<file path="src/rtl/exc_entry_pkg.sv">
package exc_entry_pkg;

    // Machine-state bit positions
    localparam int MSR_POW = 18;
    localparam int MSR_ILE = 16;
    localparam int MSR_EE  = 15;
    localparam int MSR_PR  = 14;
    localparam int MSR_FP  = 13;
    localparam int MSR_ME  = 12;
    localparam int MSR_FE0 = 11;
    localparam int MSR_SE  = 10;
    localparam int MSR_BE  = 9;
    localparam int MSR_FE1 = 8;
    localparam int MSR_IP  = 6;
    localparam int MSR_IR  = 5;
    localparam int MSR_DR  = 4;
    localparam int MSR_RI  = 1;
    localparam int MSR_LE  = 0;

    // Data-fault status bit positions
    localparam int DS_UNSUP    = 31;
    localparam int DS_NOTFOUND = 30;
    localparam int DS_PROT     = 27;
    localparam int DS_DIRECT   = 26;
    localparam int DS_STORE    = 25;
    localparam int DS_EXTCTL   = 20;

    // Saved-state cause bit positions
    localparam int SV_ISI_NOTFOUND = 30;
    localparam int SV_ISI_NOEXEC   = 28;
    localparam int SV_ISI_PROT     = 27;
    localparam int SV_PRG_FP       = 20;
    localparam int SV_PRG_ILL      = 19;
    localparam int SV_PRG_PRIV     = 18;
    localparam int SV_PRG_TRAP     = 17;
    localparam int SV_PRG_ANY      = 16;

    // Cause codes
    localparam int CC_NOTFOUND = 1;
    localparam int CC_PROT     = 2;
    localparam int CC_UNSUP    = 3;
    localparam int CC_NOEXEC   = 2;
    localparam int CC_GUARD    = 3;
    localparam int CC_DSTORE   = 4;
    localparam int CC_FP       = 1;
    localparam int CC_ILL      = 2;
    localparam int CC_PRIV     = 3;
    localparam int CC_TRAP     = 4;

    localparam logic [31:0] RESET_HIGH_BASE = 32'hFFC0_0000;
    localparam int          VEC_SHIFT       = 8;

    typedef enum logic [3:0] {
        K_OTHER, K_RESET, K_MCHK, K_DSI, K_ISI,
        K_EXT, K_ALIGN, K_PROG, K_NOFP, K_DEC
    } exc_kind_t;

    typedef enum logic [1:0] {ST_IDLE, ST_EVAL, ST_PEND} fsm_t;

    typedef enum logic [1:0] {SAVE_NEXT, SAVE_CUR, SAVE_KEEP} save_sel_t;

    // Bits cleared in the new machine state on every entry
    function automatic logic [31:0] entry_clear_mask();
        logic [31:0] m;
        m = '0;
        m[MSR_POW] = 1'b1; m[MSR_EE]  = 1'b1; m[MSR_PR]  = 1'b1;
        m[MSR_FP]  = 1'b1; m[MSR_FE0] = 1'b1; m[MSR_SE]  = 1'b1;
        m[MSR_BE]  = 1'b1; m[MSR_FE1] = 1'b1; m[MSR_IR]  = 1'b1;
        m[MSR_DR]  = 1'b1; m[MSR_RI]  = 1'b1;
        return m;
    endfunction

endpackage

</file>
<file path="src/rtl/exc_kind_decode.sv">
module exc_kind_decode
    import exc_entry_pkg::*;
#(
    parameter int NUM_W = 5
) (
    input  logic [NUM_W-1:0] num_i,
    output exc_kind_t        kind_o,
    output save_sel_t        save_o,
    output logic             maskable_o
);

    always_comb begin
        unique case (num_i)
            NUM_W'(1): kind_o = K_RESET;
            NUM_W'(2): kind_o = K_MCHK;
            NUM_W'(3): kind_o = K_DSI;
            NUM_W'(4): kind_o = K_ISI;
            NUM_W'(5): kind_o = K_EXT;
            NUM_W'(6): kind_o = K_ALIGN;
            NUM_W'(7): kind_o = K_PROG;
            NUM_W'(8): kind_o = K_NOFP;
            NUM_W'(9): kind_o = K_DEC;
            default:   kind_o = K_OTHER;
        endcase
    end

    always_comb begin
        unique case (kind_o)
            K_ALIGN, K_PROG, K_NOFP: save_o = SAVE_CUR;
            K_MCHK:                  save_o = SAVE_KEEP;
            default:                 save_o = SAVE_NEXT;
        endcase
        maskable_o = (kind_o == K_EXT) || (kind_o == K_DEC);
    end

endmodule

</file>
<file path="src/rtl/exc_cause_encode.sv">
module exc_cause_encode
    import exc_entry_pkg::*;
#(
    parameter int XLEN    = 32,
    parameter int CAUSE_W = 3
) (
    input  exc_kind_t          kind_i,
    input  logic [CAUSE_W-1:0] cause_i,
    input  logic               store_i,
    input  logic               direct_i,
    input  logic               extctl_i,
    input  logic [XLEN-1:0]    msr_i,
    output logic [XLEN-1:0]    srr1_o,
    output logic [XLEN-1:0]    dsisr_o,
    output logic               dsisr_we_o,
    output logic               drop_o
);

    localparam int HALF = XLEN / 2;

    logic [XLEN-1:0] low_half;
    assign low_half = {{(XLEN-HALF){1'b0}}, msr_i[HALF-1:0]};

    always_comb begin
        srr1_o     = msr_i;
        dsisr_o    = '0;
        dsisr_we_o = 1'b0;
        drop_o     = 1'b0;
        unique case (kind_i)
            K_DSI: begin
                srr1_o     = low_half;
                dsisr_we_o = 1'b1;
                if (cause_i == CAUSE_W'(CC_NOTFOUND)) begin
                    dsisr_o[DS_NOTFOUND] = 1'b1;
                end else if (cause_i == CAUSE_W'(CC_PROT)) begin
                    dsisr_o[DS_PROT] = 1'b1;
                end else if (cause_i == CAUSE_W'(CC_UNSUP)) begin
                    dsisr_o[DS_UNSUP]  = 1'b1;
                    dsisr_o[DS_DIRECT] = direct_i;
                end
                if (store_i)  dsisr_o[DS_STORE]  = 1'b1;
                if (extctl_i) dsisr_o[DS_EXTCTL] = 1'b1;
            end
            K_ISI: begin
                srr1_o = low_half;
                if (cause_i == CAUSE_W'(CC_NOTFOUND))
                    srr1_o[SV_ISI_NOTFOUND] = 1'b1;
                else if (cause_i == CAUSE_W'(CC_NOEXEC) ||
                         cause_i == CAUSE_W'(CC_GUARD)  ||
                         cause_i == CAUSE_W'(CC_DSTORE))
                    srr1_o[SV_ISI_NOEXEC] = 1'b1;
                else
                    srr1_o[SV_ISI_PROT] = 1'b1;
            end
            K_PROG: begin
                srr1_o = low_half;
                srr1_o[SV_PRG_ANY] = 1'b1;
                if (cause_i == CAUSE_W'(CC_FP)) begin
                    srr1_o[SV_PRG_FP] = 1'b1;
                    drop_o = !msr_i[MSR_FE0] && !msr_i[MSR_FE1];
                end else if (cause_i == CAUSE_W'(CC_ILL)) begin
                    srr1_o[SV_PRG_ILL] = 1'b1;
                end else if (cause_i == CAUSE_W'(CC_PRIV)) begin
                    srr1_o[SV_PRG_PRIV] = 1'b1;
                end else if (cause_i == CAUSE_W'(CC_TRAP)) begin
                    srr1_o[SV_PRG_TRAP] = 1'b1;
                end
            end
            default: ;
        endcase
    end

endmodule

</file>
<file path="src/rtl/exc_state_build.sv">
module exc_state_build
    import exc_entry_pkg::*;
#(
    parameter int XLEN  = 32,
    parameter int NUM_W = 5
) (
    input  exc_kind_t        kind_i,
    input  logic [NUM_W-1:0] num_i,
    input  logic [XLEN-1:0]  msr_i,
    output logic [XLEN-1:0]  msr_o,
    output logic [XLEN-1:0]  vector_o
);

    localparam logic [XLEN-1:0] CLR = XLEN'(entry_clear_mask());

    always_comb begin
        msr_o         = msr_i & ~CLR;
        msr_o[MSR_LE] = msr_i[MSR_ILE];
        if (kind_i == K_MCHK)
            msr_o[MSR_ME] = 1'b0;
    end

    always_comb begin
        vector_o = XLEN'(num_i) << VEC_SHIFT;
        if (kind_i == K_RESET && msr_i[MSR_IP])
            vector_o = vector_o | XLEN'(RESET_HIGH_BASE);
    end

endmodule

</file>
<file path="src/rtl/exc_entry_unit.sv">
module exc_entry_unit
    import exc_entry_pkg::*;
#(
    parameter int XLEN    = 32,
    parameter int NUM_W   = 5,
    parameter int CAUSE_W = 3
) (
    input  logic               clk,
    input  logic               rst_n,
    input  logic               req_i,
    input  logic [NUM_W-1:0]   exc_num_i,
    input  logic [CAUSE_W-1:0] cause_i,
    input  logic               store_i,
    input  logic               direct_i,
    input  logic               extctl_i,
    input  logic [XLEN-1:0]    nia_i,
    input  logic [XLEN-1:0]    msr_i,
    output logic               take_o,
    output logic               tlb_inv_o,
    output logic               pend_o,
    output logic [XLEN-1:0]    srr0_o,
    output logic [XLEN-1:0]    srr1_o,
    output logic [XLEN-1:0]    dsisr_o,
    output logic [XLEN-1:0]    msr_o,
    output logic [XLEN-1:0]    vector_o
);

    localparam logic [XLEN-1:0] INSN_BYTES = XLEN'(4);

    fsm_t state_q, state_d;

    logic [NUM_W-1:0]   num_q;
    logic [CAUSE_W-1:0] cause_q;
    logic               store_q, direct_q, ext_q;
    logic [XLEN-1:0]    nia_q, msr_q;

    exc_kind_t       kind;
    save_sel_t       save_sel;
    logic            maskable, drop, dsisr_we;
    logic [XLEN-1:0] srr1_d, dsisr_d, msr_d, vector_d, srr0_d;
    logic            defer, commit;

    exc_kind_decode #(.NUM_W(NUM_W)) u_decode (
        .num_i      (num_q),
        .kind_o     (kind),
        .save_o     (save_sel),
        .maskable_o (maskable)
    );

    exc_cause_encode #(.XLEN(XLEN), .CAUSE_W(CAUSE_W)) u_cause (
        .kind_i     (kind),
        .cause_i    (cause_q),
        .store_i    (store_q),
        .direct_i   (direct_q),
        .extctl_i   (ext_q),
        .msr_i      (msr_q),
        .srr1_o     (srr1_d),
        .dsisr_o    (dsisr_d),
        .dsisr_we_o (dsisr_we),
        .drop_o     (drop)
    );

    exc_state_build #(.XLEN(XLEN), .NUM_W(NUM_W)) u_build (
        .kind_i   (kind),
        .num_i    (num_q),
        .msr_i    (msr_q),
        .msr_o    (msr_d),
        .vector_o (vector_d)
    );

    assign defer  = maskable && !msr_q[MSR_EE];
    assign commit = (state_q == ST_EVAL) && !defer && !drop;

    // Next-state logic
    always_comb begin
        state_d = state_q;
        unique case (state_q)
            ST_IDLE: if (req_i) state_d = ST_EVAL;
            ST_EVAL: state_d = defer ? ST_PEND : ST_IDLE;
            ST_PEND: if (msr_i[MSR_EE]) state_d = ST_EVAL;
            default: state_d = ST_IDLE;
        endcase
    end

    // State register
    always_ff @(posedge clk) begin
        if (!rst_n) state_q <= ST_IDLE;
        else        state_q <= state_d;
    end

    // Request capture and re-sampling while pending
    always_ff @(posedge clk) begin
        if (!rst_n) begin
            num_q    <= '0;
            cause_q  <= '0;
            store_q  <= 1'b0;
            direct_q <= 1'b0;
            ext_q    <= 1'b0;
            nia_q    <= '0;
            msr_q    <= '0;
        end else if (state_q == ST_IDLE && req_i) begin
            num_q    <= exc_num_i;
            cause_q  <= cause_i;
            store_q  <= store_i;
            direct_q <= direct_i;
            ext_q    <= extctl_i;
            nia_q    <= nia_i;
            msr_q    <= msr_i;
        end else if (state_q == ST_PEND) begin
            msr_q    <= msr_i;
        end
    end

    always_comb begin
        srr0_d = srr0_o;
        unique case (save_sel)
            SAVE_NEXT: srr0_d = nia_q;
            SAVE_CUR:  srr0_d = nia_q - INSN_BYTES;
            SAVE_KEEP: srr0_d = srr0_o;
            default:   srr0_d = srr0_o;
        endcase
    end

    // Output registers
    always_ff @(posedge clk) begin
        if (!rst_n) begin
            take_o    <= 1'b0;
            tlb_inv_o <= 1'b0;
            srr0_o    <= '0;
            srr1_o    <= '0;
            dsisr_o   <= '0;
            msr_o     <= '0;
            vector_o  <= '0;
        end else begin
            take_o    <= commit;
            tlb_inv_o <= commit;
            if (commit) begin
                srr0_o   <= srr0_d;
                srr1_o   <= srr1_d;
                msr_o    <= msr_d;
                vector_o <= vector_d;
                if (dsisr_we) dsisr_o <= dsisr_d;
            end
        end
    end

    assign pend_o = (state_q == ST_PEND);

    // Checks
    assert_take_single_R2: assert property (@(posedge clk) disable iff (!rst_n)
        take_o |=> !take_o);
    assert_inv_follows_take_R2: assert property (@(posedge clk) disable iff (!rst_n)
        $rose(take_o) |-> tlb_inv_o);
    assert_vec_aligned_R3: assert property (@(posedge clk) disable iff (!rst_n)
        take_o |-> (vector_o[VEC_SHIFT-1:0] == '0));
    assert_ee_cleared_R4: assert property (@(posedge clk) disable iff (!rst_n)
        take_o |-> !msr_o[MSR_EE] && !msr_o[MSR_PR] && (msr_o[MSR_LE] == msr_o[MSR_ILE]));
    assert_srr0_on_take_R5: assert property (@(posedge clk) disable iff (!rst_n)
        !$stable(srr0_o) |-> take_o);
    assert_dsisr_on_take_R9: assert property (@(posedge clk) disable iff (!rst_n)
        !$stable(dsisr_o) |-> take_o);
    assert_pend_blocks_take_R10: assert property (@(posedge clk) disable iff (!rst_n)
        pend_o |-> !take_o);

endmodule

</file>
<file path="config.mk">
export PLATFORM = sky130hd
export DESIGN_NAME = exc_entry_unit
export DESIGN_NICKNAME = d
export VERILOG_FILES = /design/src/rtl/exc_entry_pkg.sv /design/src/rtl/exc_kind_decode.sv /design/src/rtl/exc_cause_encode.sv /design/src/rtl/exc_state_build.sv /design/src/rtl/exc_entry_unit.sv
export SDC_FILE = /design/constraint.sdc
export NUM_CORES = 1
export LEC_CHECK = 0
export BUFFER_PORTS_ARGS = -buffer_cell sky130_fd_sc_hd__buf_2
export CORE_MARGIN = 2
export CORE_UTILIZATION = 51
export CTS_BUF_LIST = sky130_fd_sc_hd__clkbuf_16
export DETAILED_ROUTE_END_ITERATION = 10
export HOLD_SLACK_MARGIN = 0.02
export PLACE_DENSITY = 0.78
export SYNTH_ARGS = -nofsm -noshare
export SYNTH_HDL_FRONTEND = slang
export SYNTH_SLANG_ARGS = --single-unit
</file>
<file path="constraint.sdc">
create_clock -name clk -period 2.58 [get_ports clk]
set_clock_uncertainty 0.15 [all_clocks]
set_input_delay 0.258 -clock clk [delete_from_list [all_inputs] [get_ports clk]]
set_output_delay 0.258 -clock clk [all_outputs]
set_load 0.02 [all_outputs]
</file>
==> Word level (Yosys, flattened, before mapping) <==
Memories as Yosys holds them, arrays and structs flattened. A register that Yosys moved wholly into a read port is not among the register bits.
Cells that the tools add are included.
{ "op_classes": {"n_addsub": 1, "eq_ne": 18, "mux": 37, "n_reduce_logical": 22} }
{ "ops": {"columns": ["cell", "n"], "rows": [
  ["32-bit two-way mux", 3],
  ["32-bit one-hot mux with 3 select lines", 1],
  ["32-bit one-hot mux with 2 select lines", 1],
  ["32-bit by 3-bit subtractor with 32-bit output, second input constant", 1],
  ["1-bit two-way mux", 18],
  ["4-bit by 3-bit equality test with 1-bit output, second input constant", 4],
  ["2-bit two-way mux", 7],
  ["4-bit two-way mux", 3],
  ["4-bit by 2-bit equality test with 1-bit output, second input constant", 2],
  ["4-bit equality test, second input constant", 2],
  ["3-bit by 2-bit equality test with 1-bit output, second input constant", 2],
  ["1-bit logical AND", 6],
  ["3-bit two-way mux", 2],
  ["2-bit one-hot mux with 3 select lines", 1],
  ["2-bit AND reduction", 3],
  ["1-bit zero test", 5],
  ["2-bit by 1-bit equality test with 1-bit output, second input constant", 2],
  ["4-bit by 1-bit equality test with 1-bit output, second input constant", 1],
  ["2-bit zero test", 2],
  ["2-bit inequality test, second input constant", 2],
  ["2-bit one-hot mux with 2 select lines", 1],
  ["2-bit nonzero test", 2],
  ["3-bit by 1-bit equality test with 1-bit output, second input constant", 1],
  ["3-bit equality test, second input constant", 1],
  ["other kinds (3)", 5]
]} }
{ "totals": {"reg_bits": 201, "mem_bits_ro": 64, "inputBits": 78, "output_inout_bits": 163, "mem_count": 1} }
{ "mem_list": {"columns": ["name", "words", "width", "read_ports", "rd_ports_with_merged_regs", "write_ports", "line", "source"], "rows": [
  ["(no name shown)", 16, 4, 1, 1, 0, "exc_kind_decode.sv:13", "unique case (num_i)"]
]} }

==> Logic depth before layout (Yosys ltp) <==
Gate-level depths: netlist (run 1).
{ "depth": {"word_depth": 8, "mapped_depth": 9, "ltp_nobuf": 7} }

==> Cells and area by module <==
Synthesis (run 1) repeated with hierarchy kept, for this count alone.
{ "unflattened": {"cells_unflattened": 1267, "area_unflattened_um2": 9925.8} }
{ "modules_own_cells": {"columns": ["module", "n_inst", "cells_each", "area_per_inst_um2"], "rows": [
  ["exc_entry_unit", 1, 1106, 8725.9],
  ["exc_cause_encode", 1, 83, 620.6],
  ["exc_state_build", 1, 67, 494.2],
  ["exc_kind_decode", 1, 11, 85.1]
]} }

==> Least setup slack after synthesis (run 1) <==
No wires, ideal clock.
{ "synth_path": {"path_type": "reg2reg", "from": "register (tool-made name)", "to": "register srr0_o[25]", "setup_ps": 70, "arrival_ps": 1764, "path_slack_ps": 596, "path_stages_with_launch": 8, "n_path_buf": 2, "period_less_slack_ps": 1984, "cell_sequence": "dfxtp_1 buf_6 nor4b_4 o211ai_2 buf_6 or3_4 o31a_1 a21oi_1"} }
{ "synth_lines": {"columns": ["item", "line", "source"], "rows": [
  ["end signal, assigned", "exc_entry_unit.sv:138", "srr0_o <= srr0_d;"],
  ["end, declared", "exc_entry_unit.sv:21", "output logic [XLEN-1:0] srr0_o,"]
]} }

==> results.yml, run 1 <==
timing:
  finalCriticalPeriod_ns: 2.39
  tightest_slew_ns: 0.994
  grt_setup_unrepaired: "false"
  min_period_over_period_pct: 92.6
  finalHoldViolCount: 0
  tns_ns: 0
  relSlewSlack_pct: 33.6
  setup_viol: 0
  fmaxAchievable_mhz: 419
  drv_slew: 0
detailed_routing:
  wl_per_cell_microns: 14.7
  drt-initial-drc-count: 480
  vias: 6976
  vias_per_cell: 5.23
  drc: 0
  dr.pass1.iters: 5
  ant_nets: 0
  drt-total-wl_microns: 19600
synthesis:
  yosysTopAreaCell: "dfxtp_1"
  synth_top_family_by_area: "simple AND/OR/NAND/NOR gates"
  synthAdderAreaFrac_pct: 0.170
  synthTopCellsByArea: "dfxtp_1, nand2_1, a21oi_1, buf_4, nor2_1"
  synth_cells: 911
  synth.avg_cell_area_sq_um: 8.08
  synth_mux_area_share_pct: 1.50
  synth_ff_type: "dfxtp_1"
  synth-xor-area-share_pct: 3.21
  synth_top_area_share_pct: 47.3
  synthArstFlopShare_pct: 0
  yosysUniqueCellTypes: 57
  synth-seq-area-share_pct: 47.3
  synth_simple_gate_area_share_pct: 21.5
  synth_compound_area_share_pct: 15.6
  syn_area_sq_mm: 0.00736
  synth-edff-count: 0
  yosys_warnings: 0
  ys_ff_latch: 174
clock_tree:
  path_clk_slew_ns: 0.07
  htree_num_levels: 4
  cts_tree: "done"
  cts_sinks: 174
  cts_made_buffers: 17
  root_buffer: "clkbuf_16"
  cts_setup_buffers: 0
  clock_path_buffers: 2
  clk_latency_ns: 0.43
job:
  cap_viol_max_count: 0
critical_path:
  crit_type: "reg2reg"
  slowest_delay_ns: 0.57
  end_kind: "register"
  cp.arrival_ns: 2.54
  critical_path_peak_fanout: 22
  slowest_stage: "nor3_4"
  cp_cell_sequence: "and3b_1, and4_1, nor3_4, buf_4, mux2i_1, nor2_1"
  required_ns: 2.73
  crit_path_start_kind: "register"
placed_design:
  hpwl_microns: 12700
  finalWeightedCongestion: 0.855
  port_buffers: 186
  numPlacedInstances: 1227
floorplan:
  io_pins: 241
  start_util_pct: 52.6
  die_area_sq_mm: 0.0154
  dieHeight_microns: 124
  num_rows: 43
  fp.dieW_microns: 124
  core_sq_mm: 0.0140
layout:
  num_antenna_cells: 0
  final_nets: 1221
  drive_gt1_share_pct: 21.8
  stdcell_count: 1335
  synthToLayoutAreaGrowth_pct: 28.9
power_and_ir_drop:
  p_switching_mw: 1.75
  pwr-share-clk_pct: 39.1
  power_switching_share_pct: 28.0
  p_comb_share_pct: 14.0
  seqPwrFrac_pct: 46.8
  p_leak_nw: 4.09
  internal-power_mw: 4.49
  p_per_area_mw_per_mm2: 659
  peakVddDrop_uv: 490
run_status:
  outcome: "finished, final reports clean"
grt:
  grt_pass1_wl_microns: 30300
  grtUsageTotal_pct: 25.2
  grt.overflow.total: 0
  grt_pass1_vias: 6349
  grt_max_degree: 78
  antenna_found_initial: 0
min_path:
  hp-class: "in2reg"
-- sequential cells by signal (all words and copies together) (netlist names), 2 cells and up, named ones only --
signal / cells
cause_q: 3
dsisr_o: 6
msr_o: 16
msr_q: 32
nia_q: 32
num_q: 5
srr0_o: 32
srr1_o: 32
state_q: 2
vector_o: 6
-- cell usage in the layout, fill, tap and decap left out, drive strengths merged, types with 14 or more instances in the layout --
cell and count:
a21oi 136, nor3 15, dlygate4sd3 76, clkbuf 17, conb 54, dfxtp 174
nand2 241, nor4 14, xnor2 21, buf 208, o21ai 30, nor2 49
-- power by group through the flow --
stage	Sequential (mW)	Combinational (mW)	Clock [mW]
after floorplan	3.02	0.539	0
after global placement	2.98	0.758	0
after detailed placement	2.98	0.771	0
after CTS	2.92	0.863	2.47
after global routing	2.94	0.965	2.58
final	2.93	0.876	2.44
-- final timing paths --
kind                      to  slack (ns)       from  cells past startpoint
setup / recovery   srr0_o[1]        0.19   register                      6
hold / removal    srr1_o[21]        0.18      rst_n                      3
setup reg to reg   srr0_o[1]        0.19   register                      6
hold reg to reg    msr_q[10]        0.30  msr_q[10]                      2
-- per-layer routing --
| metal | vias to the layer above | track usage [%] | wire length, microns |
|---|---|---|---|
| met5 | - | 0 | 0 |
| met4 | 0 | 11.5 | 617 |
| met3 | 56 | 5.17 | 1260 |
| met2 | 299 | 40.3 | 9250 |
| met1 | 3208 | 32.7 | 8500 |
| li1 | 3413 | - | - |
-- logic make-up after synthesis --
| group | Yosys count |
|---|---|
| simple gates | 361 |
| compound gates | 205 |
| flops | 174 |
| buf+inv | 131 |
| xor+xnor | 27 |
| mux | 11 |
| fa+ha+maj | 1 |
| other cells | 1 |
-- critical path: cells and delay by family (launching register included) --
kind,cells,cell delay [ns]
AND/OR/NAND/NOR,4,1.11
multiplexers,1,0.21
flip-flops,1,0.42
buffers and inverters,1,0.36
-- layout make-up --
cell class / instances / area [sq um]
clock buffers: 17 / 425
clock inverters: 15 / 135
fillers: 1148 / 4500
inverters: 6 / 25.0
multi-input cells: 659 / 3320
flip-flops and latches: 174 / 3480
well taps: 180 / 225
repair buffers: 284 / 1870
-- per-stage QoR --
step	hold WS, ns	setup WS (ns)	util [%]	area, sq um	power [mW]
2_1_floorplan	0.244	0.596	-	7560	3.56
4_1_cts	0.169	0.211	67.8	9480	6.25
5_1_grt	0.190	0.0111	67.8	9480	6.49
3_5_place_dp	0.294	0.239	58.3	8160	3.75
6_report	0.177	0.192	67.8	9480	6.25
3_3_place_gp	0.289	0.298	58.3	8160	3.74
-- synth_stat cells, types with 3 or more instances --
cell type and n:
nand2_1 241, dfxtp_1 174, a21oi_1 136, buf_4 69, nor2_1 49, clkbuf_1 34
o21ai_0 27, xnor2_1 21, buf_2 13, nor3_1 13, nor4_1 12, mux2i_1 11
a22oi_1 10, or3_1 8, buf_1 7, a211oi_1 6, a31oi_1 6, inv_1 6
xor2_1 6, nand3_1 5, nand4_1 4, nand2b_1 3, nor2b_1 3, o21ai_1 3
o31ai_1 3, or4_1 3
-- timing repair --
action                                  4_1_cts  5_1_grt
endpoints found under the setup margin        0        1
hold buffers                                 76        0
resized for setup                             0        1
hold endpoints to repair                     76        0
(Power assumes the default switching activity.)
==> run 2: changes to the inputs <==
CORE_MARGIN = not set   (was 2)
==> run 2 against run 1 <==
  * Register-to-register slack gained 0.04 ns
  * Flip-flop and latch count is the same
  * Non-clock buffer count shrank 5
==> results.yml, run 2 (synthesis results as in run 1) <==
floorplan:
  core_sq_mm: 0.0140
  num_rows: 43
  dieHeight_microns: 122
  io_pins: 241
  fp.dieW_microns: 122
  start_util_pct: 52.6
  die_area_sq_mm: 0.0149
layout:
  final_common_cell: "nand2_1"
  fillers: 1151
  final_nets: 1217
  num_antenna_cells: 0
  synthToLayoutAreaGrowth_pct: 29.7
  final_cell_mix: "nand2_1, buf_2, dfxtp_1"
  drive_gt1_share_pct: 21.8
run_status:
  outcome: "finished, final reports clean"
clock_tree:
  cts_tree: "done"
  clk_latency_ns: 0.43
  clock_path_buffers: 2
  cts_sinks: 174
  path_clk_slew_ns: 0.07
  root_buffer: "clkbuf_16"
  cts_made_buffers: 17
  htree_num_levels: 4
detailed_routing:
  vias_per_cell: 5.15
  dr.pass1.iters: 7
  ant_nets: 0
  drt-initial-drc-count: 421
  vias: 6848
  wl_per_cell_microns: 14.6
  drt-total-wl_microns: 19400
  drc: 0
placed_design:
  port_buffers: 186
  finalWeightedCongestion: 0.810
  hpwl_microns: 12100
power_and_ir_drop:
  internal-power_mw: 4.72
  p_switching_mw: 1.79
  p_comb_share_pct: 13.5
  peakVddDrop_uv: 432
  seqPwrFrac_pct: 45.0
  pwr-share-clk_pct: 41.6
  p_per_area_mw_per_mm2: 682
  p_total_mw: 6.50
  power_switching_share_pct: 27.5
  p_leak_nw: 4.10
grt:
  grt.overflow.total: 0
  grtUsageTotal_pct: 25.7
  antenna_found_initial: 0
  grt_pass1_wl_microns: 29800
  grt_pass1_vias: 6091
  grt_max_degree: 76
job:
  cap_viol_max_count: 0
critical_path:
  critical_path_peak_fanout: 11
  end_kind: "register"
  cp.arrival_ns: 2.55
  required_ns: 2.78
  crit_type: "reg2reg"
  r2r_slack_ns: 0.24
  rr_worst_depth: 6
  crit_path_start_kind: "register"
timing:
  setup_viol: 0
  tightest_slew_ns: 0.982
  finalHoldViolCount: 0
  finalCriticalPeriod_ns: 2.34
  fmaxAchievable_mhz: 426
  relSlewSlack_pct: 34.5
  tns_ns: 0
  drv_slew: 0
  grt_setup_unrepaired: "false"
  min_period_over_period_pct: 90.9
min_path:
  hp-class: "in2reg"
  whs_path_depth: 3
## run 2: critical path, stage by stage (launching register included)
cell	delay, ns
dfxtp_1	0.54
and3b_1	0.23
buf_4	0.16
o211ai_2	0.26
or2_1	0.36
or4_1	0.40
a31oi_1	0.16
## run 2: layout make-up
| class | count | area [sq um] | share of cell area (%) |
|---|---|---|---|
| sequential | 174 | 3480 | 36.5 |
| timing repair buffer | 279 | 1860 | 19.5 |
| inverter | 6 | 25.0 | 0.262 |
| clock buffer | 17 | 425 | 4.46 |
| clock inverter | 15 | 199 | 2.08 |
| tap | 180 | 225 | 2.36 |
| multi-input combinational | 660 | 3330 | 34.9 |
## run 2: repair_timing
| action | in CTS | in global routing |
|---|---|---|
| endpoints found under the setup margin | 0 | 13 |
| hold buffers | 76 | 0 |
| gates resized for setup | 0 | 1 |
| setup buffers | 0 | 0 |
| endpoints found under the hold margin | 76 | 0 |
## run 2: power groups by stage
stage	combinational [mW]	clock, mW	sequential, mW
final	0.875	2.70	2.93
after global routing	0.960	2.85	2.94
after CTS	0.859	2.73	2.92
after detailed placement	0.767	0	2.98
after global placement	0.758	0	2.98
after floorplan	0.539	0	3.02
## run 2: worst paths after layout
path | startpoint | to
worst max register to register | register | srr0_o[31]
worst min-delay path | rst_n | msr_o[22]
worst min register to register | msr_q[9] | srr1_o[9]
worst max-delay path | register | srr0_o[31]
## run 2: per-layer routing
layer / track usage [%] / up-vias / wire length, microns
met2: 42.8 / 270 / 9380
met1: 32.9 / 3138 / 8550
met3: 4.54 / 37 / 1030
met4: 10.1 / 0 / 443
li1: - / 3403 / -
met5: 0 / - / 0
## run 2: through the flow
| step | hold WS (ns) | cell area [sq um] | utilization, % | worst slack [ns] | std cells |
|---|---|---|---|---|---|
| floorplan | 0.244 | 7560 | - | 0.596 | 964 |
| finish | 0.0775 | 9540 | 68.2 | 0.235 | 1331 |
| CTS | 0.0654 | 9530 | 68.1 | 0.156 | 1330 |
| detailed placement | 0.292 | 8140 | 58.2 | 0.186 | 1222 |
| global placement | 0.288 | 8140 | 58.2 | 0.264 | 1222 |
| global route | 0.0962 | 9540 | 68.2 | 0.0532 | 1331 |
